## src/rtl/bec_pkg.sv

```systemverilog
package bec_pkg;
  localparam int CFG_W   = 16;
  localparam int LOCK_W  = 8;
  localparam int POL_BIT = 8;

  typedef struct packed {
    logic incCount;
    logic clrCount;
  } dpStrb_t;

  function automatic logic isClearWord(input logic [CFG_W-1:0] word);
    return word == '0;
  endfunction
endpackage

```

## src/rtl/bec_tick_gen.sv

```systemverilog
module bec_tick_gen #(
  parameter int TICK_CYCLES = 800_000
) (
  input  logic clk,
  input  logic rst,
  output logic tickStb
);
  localparam int CW = (TICK_CYCLES > 2) ? $clog2(TICK_CYCLES) : 1;
  localparam logic [CW-1:0] LAST = CW'(TICK_CYCLES - 1);

  logic [CW-1:0] divCnt;

  always_ff @(posedge clk) begin
    if (rst)                 divCnt <= '0;
    else if (divCnt == LAST) divCnt <= '0;
    else                     divCnt <= divCnt + CW'(1);
  end

  assign tickStb = (divCnt == LAST);

  // tick is a single-cycle strobe, which the lockout timing relies on
  p_tick_single_r5: assert property (@(posedge clk) disable iff (rst)
    tickStb |=> !tickStb);
endmodule

```

## src/rtl/bec_ctrl.sv

```systemverilog
module bec_ctrl
  import bec_pkg::*;
#(
  parameter int SYNC_STAGES = 2
) (
  input  logic             clk,
  input  logic             rst,
  input  logic             pinAsync,
  input  logic             cfgWrEn,
  input  logic [CFG_W-1:0] cfgWrData,
  input  logic             tickStb,
  output dpStrb_t          strb
);
  localparam int LC_W = LOCK_W + 1;

  logic [SYNC_STAGES-1:0] syncQ;
  logic [SYNC_STAGES:0]   fillQ;
  logic                   prevQ;
  logic                   sampleNow;
  logic                   samplesValid;
  logic                   riseSeen;
  logic                   fallSeen;

  logic                   polQ;
  logic [LOCK_W-1:0]      lockLenQ;
  logic [LC_W-1:0]        lockCntQ;
  logic                   armed;
  logic                   clrWrite;
  logic                   accept;

  // input synchronizer plus one compare stage; fillQ masks reset-time levels
  always_ff @(posedge clk) begin
    if (rst) begin
      syncQ <= '0;
      prevQ <= 1'b0;
      fillQ <= '0;
    end else begin
      syncQ <= {syncQ[SYNC_STAGES-2:0], pinAsync};
      prevQ <= syncQ[SYNC_STAGES-1];
      fillQ <= {fillQ[SYNC_STAGES-1:0], 1'b1};
    end
  end

  assign sampleNow    = syncQ[SYNC_STAGES-1];
  assign samplesValid = fillQ[SYNC_STAGES];
  assign riseSeen     = samplesValid &&  sampleNow && !prevQ;
  assign fallSeen     = samplesValid && !sampleNow &&  prevQ;

  assign clrWrite = cfgWrEn && isClearWord(cfgWrData);
  assign armed    = (lockCntQ == '0);
  assign accept   = armed && !clrWrite && (polQ ? riseSeen : fallSeen);

  always_ff @(posedge clk) begin
    if (rst) begin
      polQ     <= 1'b0;
      lockLenQ <= '0;
    end else if (cfgWrEn) begin
      polQ     <= cfgWrData[POL_BIT];
      lockLenQ <= cfgWrData[LOCK_W-1:0];
    end
  end

  always_ff @(posedge clk) begin
    if (rst)                   lockCntQ <= '0;
    else if (clrWrite)         lockCntQ <= '0;
    else if (accept)           lockCntQ <= {1'b0, lockLenQ} + LC_W'(1);
    else if (tickStb && !armed) lockCntQ <= lockCntQ - LC_W'(1);
  end

  always_comb begin
    strb.incCount = accept;
    strb.clrCount = clrWrite;
  end

  // no edge may be taken while the lockout is running
  p_no_accept_busy_r5: assert property (@(posedge clk) disable iff (rst)
    (lockCntQ != '0) |-> !strb.incCount);

  // a counted edge always starts a nonzero lockout
  p_lock_starts_r5: assert property (@(posedge clk) disable iff (rst)
    strb.incCount |=> (lockCntQ != '0));

  // the lockout only advances by one per tick
  p_lock_tick_r5: assert property (@(posedge clk) disable iff (rst)
    (lockCntQ != '0) && tickStb && !cfgWrEn |=> lockCntQ == $past(lockCntQ) - LC_W'(1));

  // without tick or write the lockout holds
  p_lock_hold_r11: assert property (@(posedge clk) disable iff (rst)
    !tickStb && !strb.incCount && !strb.clrCount |=> $stable(lockCntQ));

  // a clearing write leaves the detector armed
  p_clear_arms_r7: assert property (@(posedge clk) disable iff (rst)
    strb.clrCount |=> (lockCntQ == '0));
endmodule

```

## src/rtl/bec_datapath.sv

```systemverilog
module bec_datapath
  import bec_pkg::*;
#(
  parameter int CNT_W = 32
) (
  input  logic             clk,
  input  logic             rst,
  input  dpStrb_t          strb,
  input  logic             rdEn,
  output logic [CNT_W-1:0] rdData
);
  logic [CNT_W-1:0] countQ;
  logic [CNT_W-1:0] rdDataQ;

  always_ff @(posedge clk) begin
    if (rst)                countQ <= '0;
    else if (strb.clrCount) countQ <= '0;
    else if (strb.incCount) countQ <= countQ + CNT_W'(1);
  end

  // capture takes the value before this cycle's update
  always_ff @(posedge clk) begin
    if (rst)       rdDataQ <= '0;
    else if (rdEn) rdDataQ <= countQ;
  end

  assign rdData = rdDataQ;

  p_step_one_r4: assert property (@(posedge clk) disable iff (rst)
    strb.incCount && !strb.clrCount |=> countQ == $past(countQ) + CNT_W'(1));

  p_clear_zero_r7: assert property (@(posedge clk) disable iff (rst)
    strb.clrCount |=> countQ == '0);

  p_hold_r9: assert property (@(posedge clk) disable iff (rst)
    !strb.incCount && !strb.clrCount |=> $stable(countQ));

  p_read_old_r8: assert property (@(posedge clk) disable iff (rst)
    rdEn |=> rdDataQ == $past(countQ));

  p_wrap_r10: assert property (@(posedge clk) disable iff (rst)
    strb.incCount && !strb.clrCount && (countQ == '1) |=> countQ == '0);
endmodule

```

## src/rtl/debounced_edge_counter.sv

```systemverilog
module debounced_edge_counter
  import bec_pkg::*;
#(
  parameter int CNT_W       = 32,
  parameter int TICK_CYCLES = 800_000
) (
  input  logic             clk,
  input  logic             rst,
  input  logic             pinAsync,
  input  logic             cfgWrEn,
  input  logic [15:0]      cfgWrData,
  input  logic             cntRdEn,
  output logic [CNT_W-1:0] cntRdData
);
  logic    tickStb;
  dpStrb_t strb;

  bec_tick_gen #(.TICK_CYCLES(TICK_CYCLES)) u_tick (
    .clk     (clk),
    .rst     (rst),
    .tickStb (tickStb)
  );

  bec_ctrl #(.SYNC_STAGES(2)) u_ctrl (
    .clk       (clk),
    .rst       (rst),
    .pinAsync  (pinAsync),
    .cfgWrEn   (cfgWrEn),
    .cfgWrData (cfgWrData),
    .tickStb   (tickStb),
    .strb      (strb)
  );

  bec_datapath #(.CNT_W(CNT_W)) u_dp (
    .clk    (clk),
    .rst    (rst),
    .strb   (strb),
    .rdEn   (cntRdEn),
    .rdData (cntRdData)
  );
endmodule

```

## config.mk

```make
export PLATFORM = sky130hd
export DESIGN_NAME = debounced_edge_counter
export DESIGN_NICKNAME = d
export VERILOG_FILES = /design/src/rtl/bec_pkg.sv /design/src/rtl/bec_tick_gen.sv /design/src/rtl/bec_ctrl.sv /design/src/rtl/bec_datapath.sv /design/src/rtl/debounced_edge_counter.sv
export SDC_FILE = /design/constraint.sdc
export NUM_CORES = 1
export LEC_CHECK = 0
export CORE_MARGIN = 3
export CORE_UTILIZATION = 30
export CTS_CLUSTER_SIZE = 8
export DETAILED_ROUTE_END_ITERATION = 8
export HOLD_SLACK_MARGIN = 0.05
export SLEW_MARGIN = 10
export SYNTH_ARGS = -nofsm -noshare
export SYNTH_HDL_FRONTEND = slang
export SYNTH_SLANG_ARGS = --single-unit
export TNS_END_PERCENT = 5
```

## constraint.sdc

```tcl
create_clock -name clk -period 2.9 [get_ports clk]
set_clock_uncertainty 0.1 [all_clocks]
set_input_delay 0.58 -clock clk [delete_from_list [all_inputs] [get_ports clk]]
set_output_delay 0.58 -clock clk [all_outputs]
set_load 0.02 [all_outputs]
```

==> results.yml <==
run_status:
  outcome: "finished clean"
detailed_routing:
  vias_per_cell: 5.162
  drt_iter0_drc: 170
  route.vias.total: 3954
  drc: 0
  firstDrtPassIters: 4
  routedWlPerCell_um: 14.18
  drt-total-wl_um: 10860
  antenna_left: 0
synthesis:
  synthCells: 514
  synth.distinct_cells: 43
  synth_compound_area_share_pct: 11.18
  ys_ff_latch: 108
  syn-cell-area_um2: 4677
  syn_nets: 539
  ys.flop_type: "dfxtp_1"
  syn_area_per_cell_um2: 9.099
  synth-simple-area-share_pct: 23.30
  synthAdderAreaFrac_pct: 1.070
  ys_seq_area_share_pct: 46.23
  synth_edf_count: 0
  yosysWarnings: 0
  post_synth_xor_area_fraction_pct: 6.367
  async_flop_share_pct: 0
  synth.area.mux_share_pct: 9.230
  synth_top_family_by_area: "simple AND/OR/NAND/NOR gates"
floorplanning:
  rows: 45
  fp.dieW_um: 130.9
  initial_core_util_pct: 30.77
  die_h_um: 130.9
  ios: 53
  coreArea_um2: 15200
  dieArea_um2: 17120
sta:
  period_share_pct: 92.13
  rsz0062_at_grt: "no"
  fmax_mhz: 374.3
  setup_viol: 0
  fin_setup_tns_ns: 0
  maxSlewViolCount: 0
  finalHoldViolations: 0
  tightest_slew_ns: 0.6485
  relSlewSlack_pct: 56.37
  period_minus_slack_ns: 2.672
global_route:
  antenna_found_initial: 0
  grt_start_max_net_pins: 49
  overflow: 0
  grt_pass1_vias: 3726
  grt_usage_pct: 12.98
  grt_pass1_wl_um: 17960
power_and_ir_drop:
  p_total_uw: 2819
  p_leak_uw: 0.002019
  vdd_drop_max_v: 0.0002644
  power_density_nw_per_um2: 486.0
clock_tree:
  ctsHoldBuffers: 0
  clock_sinks: 108
  clk_pin_slew_ns: 0.07
  cts_setup_buffers: 0
  cts_tree: "yes"
  htreeDepth: 3
  clk_latency_ns: 0.35
  cts_root_buf: "clkbuf_16"
  cts_made_buffers: 9
  cts_resized: 0
  cts_buffer_depth: 2
placement:
  dp_hpwl_um: 7816
  gp_congestion: 0.8530
  io_buffers: 52
critical_path:
  worstRegToRegCells: 9
  crit_chain: "inv_1 -> ha_1 -> or3b_2 -> a2111oi_4 -> buf_12 -> o211ai_2 -> buf_12 -> or4_1 -> a21oi_1"
  crit_path_max_fanout: 18
  worst-endpoint-required_ns: 3.08
  timing.rr.end: "u_dp.countQ[23]"
  cp-start-kind: "register"
  criticalPathCategory: "register to register"
  slowest_stage: "or3b_2"
  r2r-start: "u_ctrl.lockCntQ[0]"
  cpMostUsedCell: "buf_12"
  crit_path_end_kind: "register"
  r2r_setup_slack_ns: 0.23
  worstPathArrival_ns: 2.85
  critPathMaxStageDelay_ns: 0.53
job:
  max-cap-violations: 0
min_path:
  hold_depth: 1
  hold_class: "register to register"
  hold_end: "u_ctrl.fillQ[1]"
  hp-start: "u_ctrl.fillQ[0]"
cells_and_area:
  layout.nets: 598
  drive_above_1_share_pct: 7.093
  area_growth_pct: 24.02
  antenna_cells: 0
  final_common_cell: "dfxtp_1"
  mostFrequentLayoutCells: "108 x dfxtp_1, 73 x nor2_1, 51 x clkdlybuf4s50_1"
area by class of cell:
cell class	instances	area, um2
fill	1527	9402
multi-input combinational	374	2396
sequential	108	2162
timing repair buffer	68	673.1
tap	188	235.2
clock buffer	9	225.2
clock inverter	7	63.81
inverter	12	45.04
state kept, by name (all words and copies together) (netlist names):
register / count
u_ctrl.fillQ: 3
u_ctrl.lockCntQ: 9
u_ctrl.lockLenQ: 8
u_ctrl.polQ: 1
u_ctrl.prevQ: 1
u_ctrl.syncQ: 2
u_dp.countQ: 32
u_dp.rdData: 32
u_tick.divCnt: 20
cells in the mapped netlist, types with 2 or more instances:
cell       number  area, um2
dfxtp_1       108       2162
nor2_1         73      274.0
mux2i_1        42      420.4
a21oi_1        30      150.1
nand2_1        26      97.59
nand3_1        21      105.1
nand4_1        18      112.6
or3_1          18      112.6
xnor2_1        18      157.7
o21ai_0        17      85.08
xor2_1         16      140.1
or4_1          14      105.1
clkbuf_1       13      48.80
inv_1          12      45.04
nor3_1         11      55.05
o31ai_1        11      82.58
nor2b_1         8      50.05
and3_1          7      43.79
nor4_1          7      43.79
o2111ai_1       7      61.31
buf_1           5      18.77
ha_1            4      50.05
a2bb2oi_1       2      17.52
and4_1          2      17.52
buf_2           2      10.01
nand4b_1        2      17.52
o211ai_1        2      15.01
o21a_1          2      15.01
or4bb_1         2      22.52
worst max-delay path by stage:
| stage | from | to | slack [ns] | cells after the start |
|---|---|---|---|---|
| finish | u_ctrl.lockCntQ[0] | u_dp.countQ[23] | 0.23 | 9 |
| detailed placement | cfgWrData[7] | u_ctrl.lockCntQ[4] | 0.16 | 7 |
| CTS | u_ctrl.lockCntQ[0] | u_dp.countQ[23] | 0.22 | 9 |
| global placement | cfgWrData[7] | u_ctrl.lockCntQ[4] | 0.16 | 7 |
| floorplan | u_ctrl.lockCntQ[0] | u_dp.countQ[8] | 0.44 | 7 |
| global route | u_ctrl.lockCntQ[0] | u_dp.countQ[18] | 0.06 | 9 |
worst max-delay path: cells and delay by family, from the launching register on:
kind / cells / cell delay [ns]
adders and majority gates: 1 / 0.21
DFF: 1 / 0.34
and+or+nand+nor: 2 / 0.93
AOI/OAI and AO/OA: 3 / 0.53
buffers and inverters: 3 / 0.49
through the flow:
| stage | setup slack (ns) | instance area (um2) | cells | utilization (%) | hold WS [ns] |
|---|---|---|---|---|---|
| floorplan | 0.4355 | 4677 | 514 | - | 0.3138 |
| global placement | 0.1619 | 5512 | 750 | 36.26 | 0.3171 |
| detailed placement | 0.1598 | 5512 | 750 | 36.26 | 0.3353 |
| CTS | 0.2249 | 5801 | 766 | 38.16 | 0.3538 |
| global route | 0.05680 | 5801 | 766 | 38.16 | 0.3671 |
| finish | 0.2283 | 5801 | 766 | 38.16 | 0.3477 |
metal layers:
layer	vias up	share of wire, %	track usage [%]
met4	0	2.1	5.021
met5	-	0	0
met3	19	3.6	2.927
met2	79	47	20.35
li1	1974	-	-
met1	1882	47	17.43
kinds of logic (layout without fill, tap and decap cells):
| group | after synthesis | in the layout |
|---|---|---|
| flops | 108 | 108 |
| xor+xnor | 34 | 34 |
| simple gates | 213 | 213 |
| buf+inv | 32 | 96 |
| compound gates | 80 | 80 |
| fa+ha+maj | 4 | 4 |
| mux | 43 | 43 |
report_power, final:
part	total [uW]	switching, uW	internal, uW
clock network	1180	584	596
logic	126	64.5	61.4
registers	1510	15.1	1500
No activity file was read; power rests on OpenSTA's default activity.
